[src/rtl/env_pkg.sv]
// Package: shared phase type and constants for the envelope generator.
// Assumes: 8-bit level, 4-bit rate and hold codes.
package env_pkg;

    typedef enum logic [2:0] {
        PH_IDLE    = 3'd0,
        PH_ATTACK  = 3'd1,
        PH_DECAY   = 3'd2,
        PH_SUSTAIN = 3'd3,
        PH_RELEASE = 3'd4
    } env_phase_e;

    // Level thresholds of the shaped fall, highest first.
    localparam int unsigned NUM_EDGES = 5;
    localparam int unsigned BAND_EDGE [NUM_EDGES] = '{93, 54, 26, 14, 6};
    // Ratio applied below the lowest threshold.
    localparam int unsigned LAST_RATIO = 30;

    // Prescaler period in cycles for a rate code.
    function automatic int unsigned rate_period(int unsigned base, int unsigned code);
        return base * (code + 1);
    endfunction

endpackage

[src/rtl/env_prescaler.sv]
// Module: rate prescaler.
// Emits a one-cycle tick every `period` cycles while `run` is high.
// Assumes: period >= 1. The count is held at zero while run is low.
module env_prescaler #(
    parameter int unsigned PW = 6
) (
    input  logic          clk,
    input  logic          rst_n,
    input  logic          run,
    input  logic [PW-1:0] period,
    output logic          tick
);
    logic [PW-1:0] cnt;

    // Tick on the last count of the period.
    assign tick = run && (cnt >= period - PW'(1));

    // Advance the count, or wrap it after a tick.
    always_ff @(posedge clk) begin
        if (!rst_n || !run) begin
            cnt <= '0;
        end else if (tick) begin
            cnt <= '0;
        end else begin
            cnt <= cnt + PW'(1);
        end
    end
endmodule

[src/rtl/env_expdiv.sv]
// Module: level-indexed divider that sits between the tick and the level counter.
// With `shaped` low, every tick becomes a step. With it high, the ratio
// doubles at each threshold the level has passed, down to LAST_RATIO.
// Assumes: the count restarts on every step, so a new level gets a fresh ratio.
module env_expdiv #(
    parameter int unsigned LW = 8,
    parameter int unsigned EW = 5
) (
    input  logic          clk,
    input  logic          rst_n,
    input  logic          run,
    input  logic          shaped,
    input  logic          tick,
    input  logic [LW-1:0] level,
    output logic          step
);
    import env_pkg::*;

    logic [NUM_EDGES-1:0] below;
    logic [2:0]           band;
    logic [EW-1:0]        ratio;
    logic [EW-1:0]        cnt;

    // One comparator per threshold.
    for (genvar i = 0; i < NUM_EDGES; i++) begin : g_edge
        assign below[i] = (32'(level) <= BAND_EDGE[i]);
    end

    // Count the thresholds passed and map the band to a ratio.
    always_comb begin
        band = '0;
        for (int i = 0; i < NUM_EDGES; i++) begin
            band = band + 3'(below[i]);
        end
        if (!shaped)                      ratio = EW'(1);
        else if (32'(band) == NUM_EDGES)  ratio = EW'(LAST_RATIO);
        else                              ratio = EW'(1) << band;
    end

    // A step happens on the tick that completes the ratio.
    assign step = tick && (cnt >= ratio - EW'(1));

    // Count ticks between steps.
    always_ff @(posedge clk) begin
        if (!rst_n || !run) begin
            cnt <= '0;
        end else if (tick) begin
            cnt <= step ? '0 : cnt + EW'(1);
        end
    end
endmodule

[src/rtl/env_core.sv]
// Module: phase sequencer and saturating level counter.
// A gate edge takes priority over level movement in the cycle it is seen.
// Assumes: step is a single-cycle enable. The hold target is sus copied into both halves.
module env_core #(
    parameter int unsigned LW = 8,
    parameter int unsigned SW = 4
) (
    input  logic            clk,
    input  logic            rst_n,
    input  logic            gate,
    input  logic [SW-1:0]   sus,
    input  logic            step,
    output logic [LW-1:0]   level,
    output env_pkg::env_phase_e phase
);
    import env_pkg::*;

    localparam logic [LW-1:0] LVL_MAX = '1;

    logic          gate_q;
    logic          rise;
    logic          fall;
    logic [LW-1:0] target;

    assign rise   = gate && !gate_q;
    assign fall   = !gate && gate_q;
    assign target = LW'({sus, sus});

    // Sequence the phases and move the level one count per step.
    always_ff @(posedge clk) begin
        if (!rst_n) begin
            phase  <= PH_IDLE;
            level  <= '0;
            gate_q <= 1'b0;
        end else begin
            gate_q <= gate;
            if (fall && (phase == PH_ATTACK || phase == PH_DECAY || phase == PH_SUSTAIN)) begin
                phase <= PH_RELEASE;
            end else if (rise && (phase == PH_IDLE || phase == PH_RELEASE)) begin
                phase <= PH_ATTACK;
            end else begin
                case (phase)
                    PH_ATTACK: begin
                        if (level == LVL_MAX)  phase <= PH_DECAY;
                        else if (step)         level <= level + LW'(1);
                    end
                    PH_DECAY: begin
                        if (level <= target)   phase <= PH_SUSTAIN;
                        else if (step)         level <= level - LW'(1);
                    end
                    PH_RELEASE: begin
                        if (level == '0)       phase <= PH_IDLE;
                        else if (step)         level <= level - LW'(1);
                    end
                    default: ;
                endcase
            end
        end
    end
endmodule

[src/rtl/env_shaper.sv]
// Module: top of the envelope generator.
// Selects the rate for the current phase and chains the prescaler, the shaping
// divider and the sequencer.
// Assumes: one clock domain. Every level step is a clock enable, never a clock.
module env_shaper #(
    parameter int unsigned PRE_BASE = 2
) (
    input  logic       clk,
    input  logic       rst_n,
    input  logic       gate,
    input  logic [3:0] atk_rate,
    input  logic [3:0] dcy_rate,
    input  logic [3:0] rel_rate,
    input  logic [3:0] sus_lvl,
    output logic [7:0] level,
    output logic [2:0] phase
);
    import env_pkg::*;

    localparam int unsigned RW = 4;
    localparam int unsigned LW = 8;
    localparam int unsigned PW = $clog2(PRE_BASE * (2 ** RW) + 1);
    localparam int unsigned EW = $clog2(LAST_RATIO + 1);

    env_phase_e    ph;
    logic [RW-1:0] rate;
    logic [PW-1:0] period;
    logic          run;
    logic          shaped;
    logic          tick;
    logic          step;

    // Pick the rate code and the prescaler period for the current phase.
    always_comb begin
        case (ph)
            PH_ATTACK: rate = atk_rate;
            PH_DECAY:  rate = dcy_rate;
            default:   rate = rel_rate;
        endcase
        period = PW'(rate_period(PRE_BASE, 32'(rate)));
    end

    assign run    = (ph == PH_ATTACK) || (ph == PH_DECAY) || (ph == PH_RELEASE);
    assign shaped = (ph == PH_DECAY) || (ph == PH_RELEASE);
    assign phase  = ph;

    env_prescaler #(.PW(PW)) u_pre (
        .clk(clk), .rst_n(rst_n), .run(run), .period(period), .tick(tick)
    );

    env_expdiv #(.LW(LW), .EW(EW)) u_div (
        .clk(clk), .rst_n(rst_n), .run(run), .shaped(shaped),
        .tick(tick), .level(level), .step(step)
    );

    env_core #(.LW(LW), .SW(RW)) u_core (
        .clk(clk), .rst_n(rst_n), .gate(gate), .sus(sus_lvl),
        .step(step), .level(level), .phase(ph)
    );
endmodule

[config.mk]
export PLATFORM = sky130hd
export DESIGN_NAME = env_shaper
export DESIGN_NICKNAME = d
export VERILOG_FILES = /design/src/rtl/env_pkg.sv /design/src/rtl/env_prescaler.sv /design/src/rtl/env_expdiv.sv /design/src/rtl/env_core.sv /design/src/rtl/env_shaper.sv
export SDC_FILE = /design/constraint.sdc
export NUM_CORES = 1
export LEC_CHECK = 0
export ABC_CLOCK_PERIOD_IN_PS = 4910
export BUFFER_PORTS_ARGS = -buffer_cell sky130_fd_sc_hd__buf_4
export CAP_MARGIN = 40
export CORE_UTILIZATION = 35
export DETAILED_ROUTE_END_ITERATION = 10
export GPL_ROUTABILITY_DRIVEN = 0
export SYNTH_ARGS = -nofsm -noshare
export SYNTH_HDL_FRONTEND = slang
export SYNTH_HIERARCHICAL = 1
export SYNTH_SLANG_ARGS = --single-unit
export TNS_END_PERCENT = 1
[constraint.sdc]
create_clock -name clk -period 4.91 [get_ports clk]
set_clock_uncertainty 0.05 [all_clocks]
set_input_delay 0.982 -clock clk [delete_from_list [all_inputs] [get_ports clk]]
set_output_delay 0.982 -clock clk [all_outputs]
set_load 0.02 [all_outputs]
-- After elaboration in Yosys (flattened, before gate mapping)
Index checks and enable logic that the tools add are counted.
- register bits after elaboration: 23
- input port bits: 19
- output and inout port bits: 11
- logic and storage cells: 93
- add/subtract/negate cells: 11
- order comparisons: 8
- eq/ne operators: 19
- shift operators: 1
- multiplexer cells: 16
- bitwise operators: 3
- reduce and logical (&&, ||, !) cells: 28
- operators by type and width (cell ; number):
    $mux W8 ; 5
    $pmux W8 S3 ; 1
    $mux W3 ; 5
    $mux W5 ; 3
    $ne A4 B1 Y1 const B ; 3
    $reduce_and A4 Y1 ; 3
    $add A3 B1 Y3 ; 3
    $ne A3 B1 Y1 const B ; 3
    $pmux W3 S3 ; 1
    $add A8 B1 Y8 const B ; 1
    $eq A8 B8 Y1 const B ; 1
    $le A8 B3 Y1 const B ; 1
    $le A8 B4 Y1 const B ; 1
    $le A8 B5 Y1 const B ; 1
    $le A8 B6 Y1 const B ; 1
    $le A8 B7 Y1 const B ; 1
    $le A8 B8 Y1 ; 1
    $logic_not A8 Y1 ; 1
    $ne A2 B1 Y1 const B ; 4
    $pmux W4 S2 ; 1
    $sub A8 B1 Y8 const B ; 1
    $reduce_and A7 Y1 ; 1
    $add A6 B1 Y6 const B ; 1
    $eq A3 B2 Y1 const B ; 2
    other kinds (21) ; 40

-- Depth between registers and ports, before layout
Gate-level depths: netlist of the first run.
- depth after elaboration: 14
- mapped depth: 22
- mapped depth without buffers: 21

-- By module
The synthesis of the first run kept the hierarchy.
- modules (own cells, without submodules) (module ; times used ; cells an instance ; area each (um^2) ; sequential area each (um^2)):
    env_core ; 1 ; 137 ; 1079.8 ; 240.2
    env_expdiv ; 1 ; 74 ; 599.3 ; 100.1
    env_prescaler ; 1 ; 51 ; 441.7 ; 120.1
    env_shaper ; 1 ; 25 ; 206.4 ; 0.0

-- Least setup slack after synthesis of the first run
Ideal clock, no wire load.
- kind: register to register
- start: register u_core.level[1]
- end: register u_core.level[7]
- library setup time: 0.072 ns
- data arrival time: 5.013 ns
- required time: 4.788 ns
- setup slack: -0.225 ns
- stages on the path, launching flop included: 22
- path buffers: 1
- period minus slack after synthesis: 5.135 ns
- cell sequence: dfxtp_1 -> a31oi_1 -> o21ai_0 -> fa_1 -> fa_1 -> inv_1 -> ha_1 -> o31a_1 -> ha_1 -> xor2_1 -> ha_1 -> nand2_1 -> o21ai_2 -> and3_1 -> o21a_1 -> or2b_1 -> a21o_1 -> a21oi_1 -> or3_1 -> clkbuf_2 -> or4_1 -> a21oi_1
- cells in the longest elaborated chain, start to end: 14
- elaborated cells on any way between the ends: 32
- those cells by class: add/sub (7); order compare (7); eq/ne (6); shift (1); mux (8); reduce/logical (3)
- RTL lines (item ; line ; text):
    start, declared ; env_core.sv:13 ; output logic [LW-1:0] level,
    start signal, assigned ; env_core.sv:45 ; else if (step) level <= level + LW'(1);
    start signal, assigned ; env_core.sv:49 ; else if (step) level <= level - LW'(1);
    start signal, assigned ; env_core.sv:53 ; else if (step) level <= level - LW'(1);
    $le A8 B7 Y1 or $le A8 B6 Y1 (tied branches) ; env_expdiv.sv:26 ; assign below[i] = (32'(level) <= BAND_EDGE[i]);
    $add A1 B1 Y2 ; env_expdiv.sv:33 ; band = band + 3'(below[i]);
    $add A3 B1 Y3 (2 in a row) ; env_expdiv.sv:33 ;
    $add A3 B1 Y3 * ; env_expdiv.sv:33 ;
    $eq A3 B3 Y1 or $shl A1 B3 Y5 (tied branches) ; env_expdiv.sv:36, env_expdiv.sv:37 ;
    $mux W5 * ; env_expdiv.sv:36 ; else if (32'(band) == NUM_EDGES) ratio = EW'(LAST_RATIO);
    $mux W5 * ; env_expdiv.sv:35 ; if (!shaped) ratio = EW'(1);
    $sub A5 B1 Y5 * ; env_expdiv.sv:41 ; assign step = tick && (cnt >= ratio - EW'(1));
    $ge A5 B5 Y1 * ; env_expdiv.sv:41 ;
    $logic_and A1 B1 Y1 * ; env_expdiv.sv:41 ;
    named net step ; env_shaper.sv:31 ; logic step;
    $mux W8 ; env_core.sv:49, env_core.sv:53 ;
    $mux W8, on equally long branches ; env_core.sv:52, env_core.sv:48 ;
    $pmux W8 S3 ; env_core.sv:42 ; case (phase)
Mark *: on every way through the listed nets, which the timed path passes. The rest lies on a longest branch. The select of a mux whose other input is x is not followed.
A chain may end at the register's enable or synchronous reset.

-- Worst setup path after layout of the first run
Ends and elaborated chain as after synthesis.

==> results.py, run 1 <==
metrics = {
    "floorplanning": {
        "die_area_um2": 6979,
        "initial_core_util": 0.3644,
        "die_w_um": 83.54,
        "core_um2": 6386,
        "rows": 29,
        "io_pins": 30,
        "fp.dieH_um": 83.54,
    },
    "layout": {
        "fin_nets": 390,
        "regArea_um2": 483.0,
        "multiInputGateArea_um2": 1833,
        "stdcell_count": 413,
        "syn2layout_area_growth_pct": 25.16,
        "diodes": 0,
        "fillers": 631,
        "drive_above_1_share": 0.2738,
    },
    "timing": {
        "tns_ns": 0,
        "final.period_utilization": 0.9815,
        "max_freq_mhz": 207.5,
        "maxSlewViolCount": 0,
        "finalSetupViolations": 0,
        "period_needed_ns": 4.819,
        "whs_ns": 0.4334,
        "finalHoldViolCount": 0,
        "maxSlewHeadroom": 0.5198,
        "rsz0062_at_grt": "yes",
        "tightest_slew_ns": 0.7148,
    },
    "grt": {
        "grt_max_degree": 14,
        "grt_pass1_vias": 2233,
        "grt_use_met1": 0.2246,
        "grt_overflow": 0,
        "top_usage_layer": "met2",
        "grt_pass1_wl_mm": 10.01,
        "grt_use_met2": 0.2846,
        "grt_usage": 0.1686,
        "grt_antenna_before_repair": 0,
        "met3_usage": 0.02275,
    },
    "detailed_routing": {
        "finalWirelength_mm": 5.586,
        "drc": 0,
        "antenna_left": 0,
        "num_vias": 2236,
        "viasPerCell": 5.414,
        "dr.pass1.iters": 4,
        "first_iter_violations": 77,
        "wl_per_cell_um": 13.53,
    },
    "worst_setup_path": {
        "startpoint_type": "flop",
        "crit_top_cell": "a21o_1",
        "crit_type": "flop to flop",
        "end_kind": "flop",
        "crit_chain": "a41o_1, a21o_1, fa_1, fa_2, inv_2, o31a_1, ha_2, xor2_1, ha_1, nand2_1, o21ai_2, and3_4, o21a_1, or2b_1, a21o_1, a21oi_4, or3_1, or4_1, a21oi_1",
        "critPathMaxFanout": 4,
        "critical_path_required_ns": 5.05,
        "arrival_ns": 4.96,
        "max_stage_delay_ns": 0.62,
        "critPathSlowestCell": "fa_2",
    },
    "min_path": {
        "hold_path_class": "flop to flop",
    },
    "place": {
        "dpl.hpwl_mm": 4.297,
        "portBuffers": 29,
        "place_inst": 404,
    },
    "yosys": {
        "ys_seq_elements": 23,
        "syn_inst": 287,
        "ys_warn_count": 6,
        "ys_async_sr_fraction": 0,
        "yosysSeqAreaShare": 0.1978,
        "synth_largest_area_cell": "dfxtp_1",
        "syn_avg_cell_area_um2": 8.109,
        "netlist_area_um2": 2327,
        "synth-edff-count": 0,
        "yosys-top-cells-area": "dfxtp_1, ha_1, a21oi_1",
        "post-synth-top-area-fraction": 0.1978,
        "synth_cell_types": 61,
        "synth_flop_cell": "dfxtp_1",
    },
    "clock_network": {
        "cts_sinks": 23,
        "clock_path_buffers": 2,
        "tritoncts": "done",
        "ctsHtreeMaxLevel": 1,
        "cts_made_buffers": 3,
        "cts_root_buffer": "clkbuf_8",
        "clk-insertion-delay-late_ns": 0.26,
        "path_clk_slew_ns": 0.08,
    },
    "pwr": {
        "irDropWorstVdd_mv": 0.1197,
        "fin_total_pwr_mw": 0.4491,
        "p_leak_nw": 1.232,
        "power.density_nw_per_um2": 154.2,
    },
    "status": {
        "status": "complete, no violations",
    },
    "flow_run": {
        "drv_cap": 0,
    },
}
-- synth_stat cells, drive strengths merged (5+ instances only) --
library cell and instances:
a21oi 31, ha 31, nor2 24, dfxtp 23, inv 22, o21ai 16, nand2 14, nand3 12
xnor2 10, xor2 10, nand2b 9, nor3 8, a21o 7, nand4 7, and3 5
-- logic make-up after synthesis --
kind of cell	Yosys count	synth area share
buffers and inverters	28	0.04677
and+or+nand+nor	96	0.2247
xor gates and xnor gates	20	0.07527
DFF	23	0.1978
other	1	0.001611
adders and majority gates	34	0.1925
AOI/OAI and AO/OA	85	0.2613
-- power by group --
group / switching (mW) / internal (mW) / total (mW)
combinational: 0.0734 / 0.0652 / 0.139
sequential: 0.00457 / 0.189 / 0.193
clock: 0.0605 / 0.0566 / 0.117
-- flip-flops by register name, summed over array words and instances, names as in the netlist --
name           flops
u_core/phase       3
u_core/level       8
u_core/gate_q      1
u_pre/cnt          6
u_div/cnt          5
-- layout by cell type, fill, tap and decap left out, types with 7 or more instances in the layout --
master and count:
buf_4 49, ha_1 29, a21oi_1 26, nor2_1 23
inv_1 19, dfxtp_1 15, nand2_1 14, nand3_1 12
o21ai_0 12, xor2_1 10, xnor2_1 10, nand4_1 7
nand2b_1 7, a21o_1 7
-- through the flow --
step / area [µm²] / util / setup WS, ns
final: 2913 / 0.4561 / 0.09081
after global routing: 2913 / 0.4561 / -0.09854
after CTS: 2846 / 0.4457 / 0.01465
after detailed placement: 2795 / 0.4377 / 0.009288
after global placement: 2795 / 0.4377 / 0.05588
after floorplan: 2391 / - / 0.02736
-- per-layer routing --
layer  vias to the layer above  wire length [µm]  part of all wire
met3                         4               115             0.021
met1                      1055              2701              0.48
met2                        29              2727              0.49
li1                       1148                 -                 -
met4                         0                41            0.0073
met5                         -                 0                 0
-- worst max-delay path, delay by kind of cell, from the launching register on --
kind                     cells  cell delay (ns)
adder cells (fa/ha/maj)      4             1.65
flip-flops                   1             0.36
buffers and inverters        1             0.04
XOR/XNOR                     1             0.16
AO/OA/AOI/OAI                8             1.38
AND/OR/NAND/NOR              5             1.12
-- final timing paths --
kind,from,cells after the start,endpoint,slack (ns)
setup / recovery,u_core/level[1],19,u_core/level[7],0.09
hold / removal,u_pre/cnt[0],1,u_pre/cnt[0],0.43
setup reg to reg,u_core/level[1],19,u_core/level[7],0.09
hold reg to reg,u_pre/cnt[0],1,u_pre/cnt[0],0.43
-- layout make-up --
type,count,area share
Tap cell,77,0.03308
Clock buffer,3,0.01418
Multi-Input combinational cell,237,0.6293
Clock inverter,1,0.001718
Inverter,23,0.02964
Sequential cell,23,0.1658
Timing Repair Buffer,49,0.1263
-- what timing repair did --
action                     CTS  global route
resized for setup            1             9
pin swaps                    0            17
cloned                       0             0
hold buffers                 0             0
setup endpoints to repair    1             8
setup buffers                0             5
Note: power is estimated with default switching activity, not from simulation.
==> inputs of run 2 (changes only) <==
Settings changed: PLACE_DENSITY_LB_ADDON set to 0.15.
==> results.py, run 2 (synthesized netlist as in run 1, its figures left out) <==
metrics = {
    "worst_setup_path": {
        "max_stage_delay_ns": 0.59,
        "startpoint_type": "flop",
        "rr_worst_depth": 19,
        "critPathSlowestCell": "fa_2",
        "critical_path_required_ns": 5.05,
        "crit_chain": "a41o_1, a21o_1, fa_1, fa_2, inv_1, o31a_1, ha_2, xor2_1, ha_1, nand2_1, o21ai_2, and3_4, o21a_1, nand3b_1, o21ai_2, a21oi_2, or3_4, or4_4, a21oi_2",
        "crit_type": "flop to flop",
        "rrSetupSlack_ns": 0.09,
        "crit_path_start": "u_core/level[1]",
        "timing.rr.start": "u_core/level[1]",
        "end_kind": "flop",
        "critPathMaxFanout": 5,
        "cp-endpoint": "u_core/level[7]",
        "arrival_ns": 4.96,
        "r2r_end": "u_core/level[7]",
    },
    "timing": {
        "rsz0062_at_grt": "yes",
        "whs_ns": 0.4319,
        "max_freq_mhz": 207.3,
        "finalHoldViolCount": 0,
        "period_needed_ns": 4.824,
        "finalSetupViolations": 0,
        "fin_ws_ns": 0.08575,
        "final.period_utilization": 0.9825,
        "tightest_slew_ns": 0.7160,
        "maxSlewViolCount": 0,
        "maxSlewHeadroom": 0.5190,
        "tns_ns": 0,
    },
    "detailed_routing": {
        "wl_per_cell_um": 12.95,
        "drc": 0,
        "dr.pass1.iters": 4,
        "num_vias": 2183,
        "viasPerCell": 5.311,
        "first_iter_violations": 85,
        "antenna_left": 0,
        "finalWirelength_mm": 5.322,
    },
    "layout": {
        "largest_register_ffs": 8,
        "layout_commonest_cell": "buf_4",
        "syn2layout_area_growth_pct": 24.62,
        "reg_top3": "u_core/level x8, u_pre/cnt x6, u_div/cnt x5",
        "multiInputGateArea_um2": 1837,
        "fin_nets": 388,
        "final_cell_mix": "buf_4, ha_1, a21oi_1, nor2_1, inv_1",
        "stdcell_count": 411,
        "fin_util": 0.4542,
        "top_register": "u_core/level",
        "diodes": 0,
        "drive_above_1_share": 0.2695,
        "regArea_um2": 483.0,
        "fillers": 627,
        "stdcell_area_um2": 2900,
    },
    "place": {
        "pre_cts_ws_ns": -0.03057,
        "place_inst": 403,
        "placed_area_um2": 2788,
        "dpl.hpwl_mm": 4.257,
        "portBuffers": 29,
    },
    "grt": {
        "grt_max_degree": 14,
        "grt_antenna_before_repair": 0,
        "grt_pass1_wl_mm": 8.935,
        "grt_pass1_vias": 1976,
        "grt_overflow": 0,
        "grt_usage": 0.1525,
    },
    "status": {
        "status": "complete, no violations",
    },
    "pwr": {
        "seqPwrFrac": 0.431,
        "internal_power_mw": 0.3116,
        "fin_total_pwr_mw": 0.4488,
        "power.density_nw_per_um2": 154.7,
        "power_switching_mw": 0.1371,
        "p_leak_nw": 1.222,
        "power.share.switching": 0.3056,
        "pwr-share-clk": 0.264,
        "irDropWorstVdd_mv": 0.08898,
        "comb_power_share": 0.305,
    },
    "floorplanning": {
        "die_area_um2": 6979,
        "io_pins": 30,
        "die_w_um": 83.54,
        "initial_core_util": 0.3644,
        "rows": 29,
        "fp.dieH_um": 83.54,
        "core_um2": 6386,
    },
    "clock_network": {
        "path_clk_slew_ns": 0.08,
        "clock_path_buffers": 2,
        "cts_made_buffers": 3,
        "cts_root_buffer": "clkbuf_8",
        "tritoncts": "done",
        "clk-insertion-delay-late_ns": 0.26,
        "cts_sinks": 23,
        "ctsHtreeMaxLevel": 1,
    },
    "min_path": {
        "hold_path_class": "flop to flop",
    },
    "flow_run": {
        "drv_cap": 0,
    },
}
run 2: changes by cell type in the layout (fill, tap and decap cells not counted), sizes merged:
cell / change
buf: -2
clkbuf: +1
clkinv: -1
run 2: per-layer routing:
layer,part of all wire,track usage,up-vias
met2,0.48,0.2504,29
met4,0.0094,0.02465,0
met1,0.49,0.2132,1002
met5,0,0,-
met3,0.025,0.02572,6
li1,-,-,1146
run 2: cell type report:
cell class / instances / area share
repair buffers: 47 / 0.1217
clock buffers: 4 / 0.01553
flip-flops and latches: 23 / 0.1665
well taps: 77 / 0.03322
inverters: 23 / 0.02977
multi-input cells: 237 / 0.6333
run 2: worst min-delay path by stage:
stage                      start            to  slack, ns  cells after the start
floorplan           u_pre/cnt[0]  u_pre/cnt[0]       0.39                      1
global route        u_pre/cnt[0]  u_pre/cnt[0]       0.48                      1
global placement    u_pre/cnt[0]  u_pre/cnt[0]       0.41                      1
CTS                 u_pre/cnt[0]  u_pre/cnt[0]       0.43                      1
detailed placement  u_pre/cnt[0]  u_pre/cnt[0]       0.41                      1
finish              u_pre/cnt[0]  u_pre/cnt[0]       0.43                      1
run 2: critical path, delay by kind of cell (launching register included):
kind            cells  cell delay, ns
buf+inv             1            0.05
fa+ha+maj           4            1.62
flops               1            0.36
compound gates      8            1.33
xor+xnor            1            0.16
simple gates        5            1.19
run 2: power by group through the flow:
| stage | Combinational, mW | Sequential (mW) | Clock, mW |
|---|---|---|---|
| CTS | 0.132 | 0.193 | 0.123 |
| global route | 0.154 | 0.194 | 0.130 |
| detailed placement | 0.132 | 0.198 | 0 |
| floorplan | 0.0869 | 0.203 | 0 |
| finish | 0.137 | 0.193 | 0.118 |
| global placement | 0.131 | 0.198 | 0 |
run 2: what timing repair did:
action,4_1_cts,5_1_grt
pin swaps,0,17
gates cloned,0,0
endpoints found under the setup margin,3,8
buffers inserted,0,4
hold buffers,0,0
resized for setup,1,8
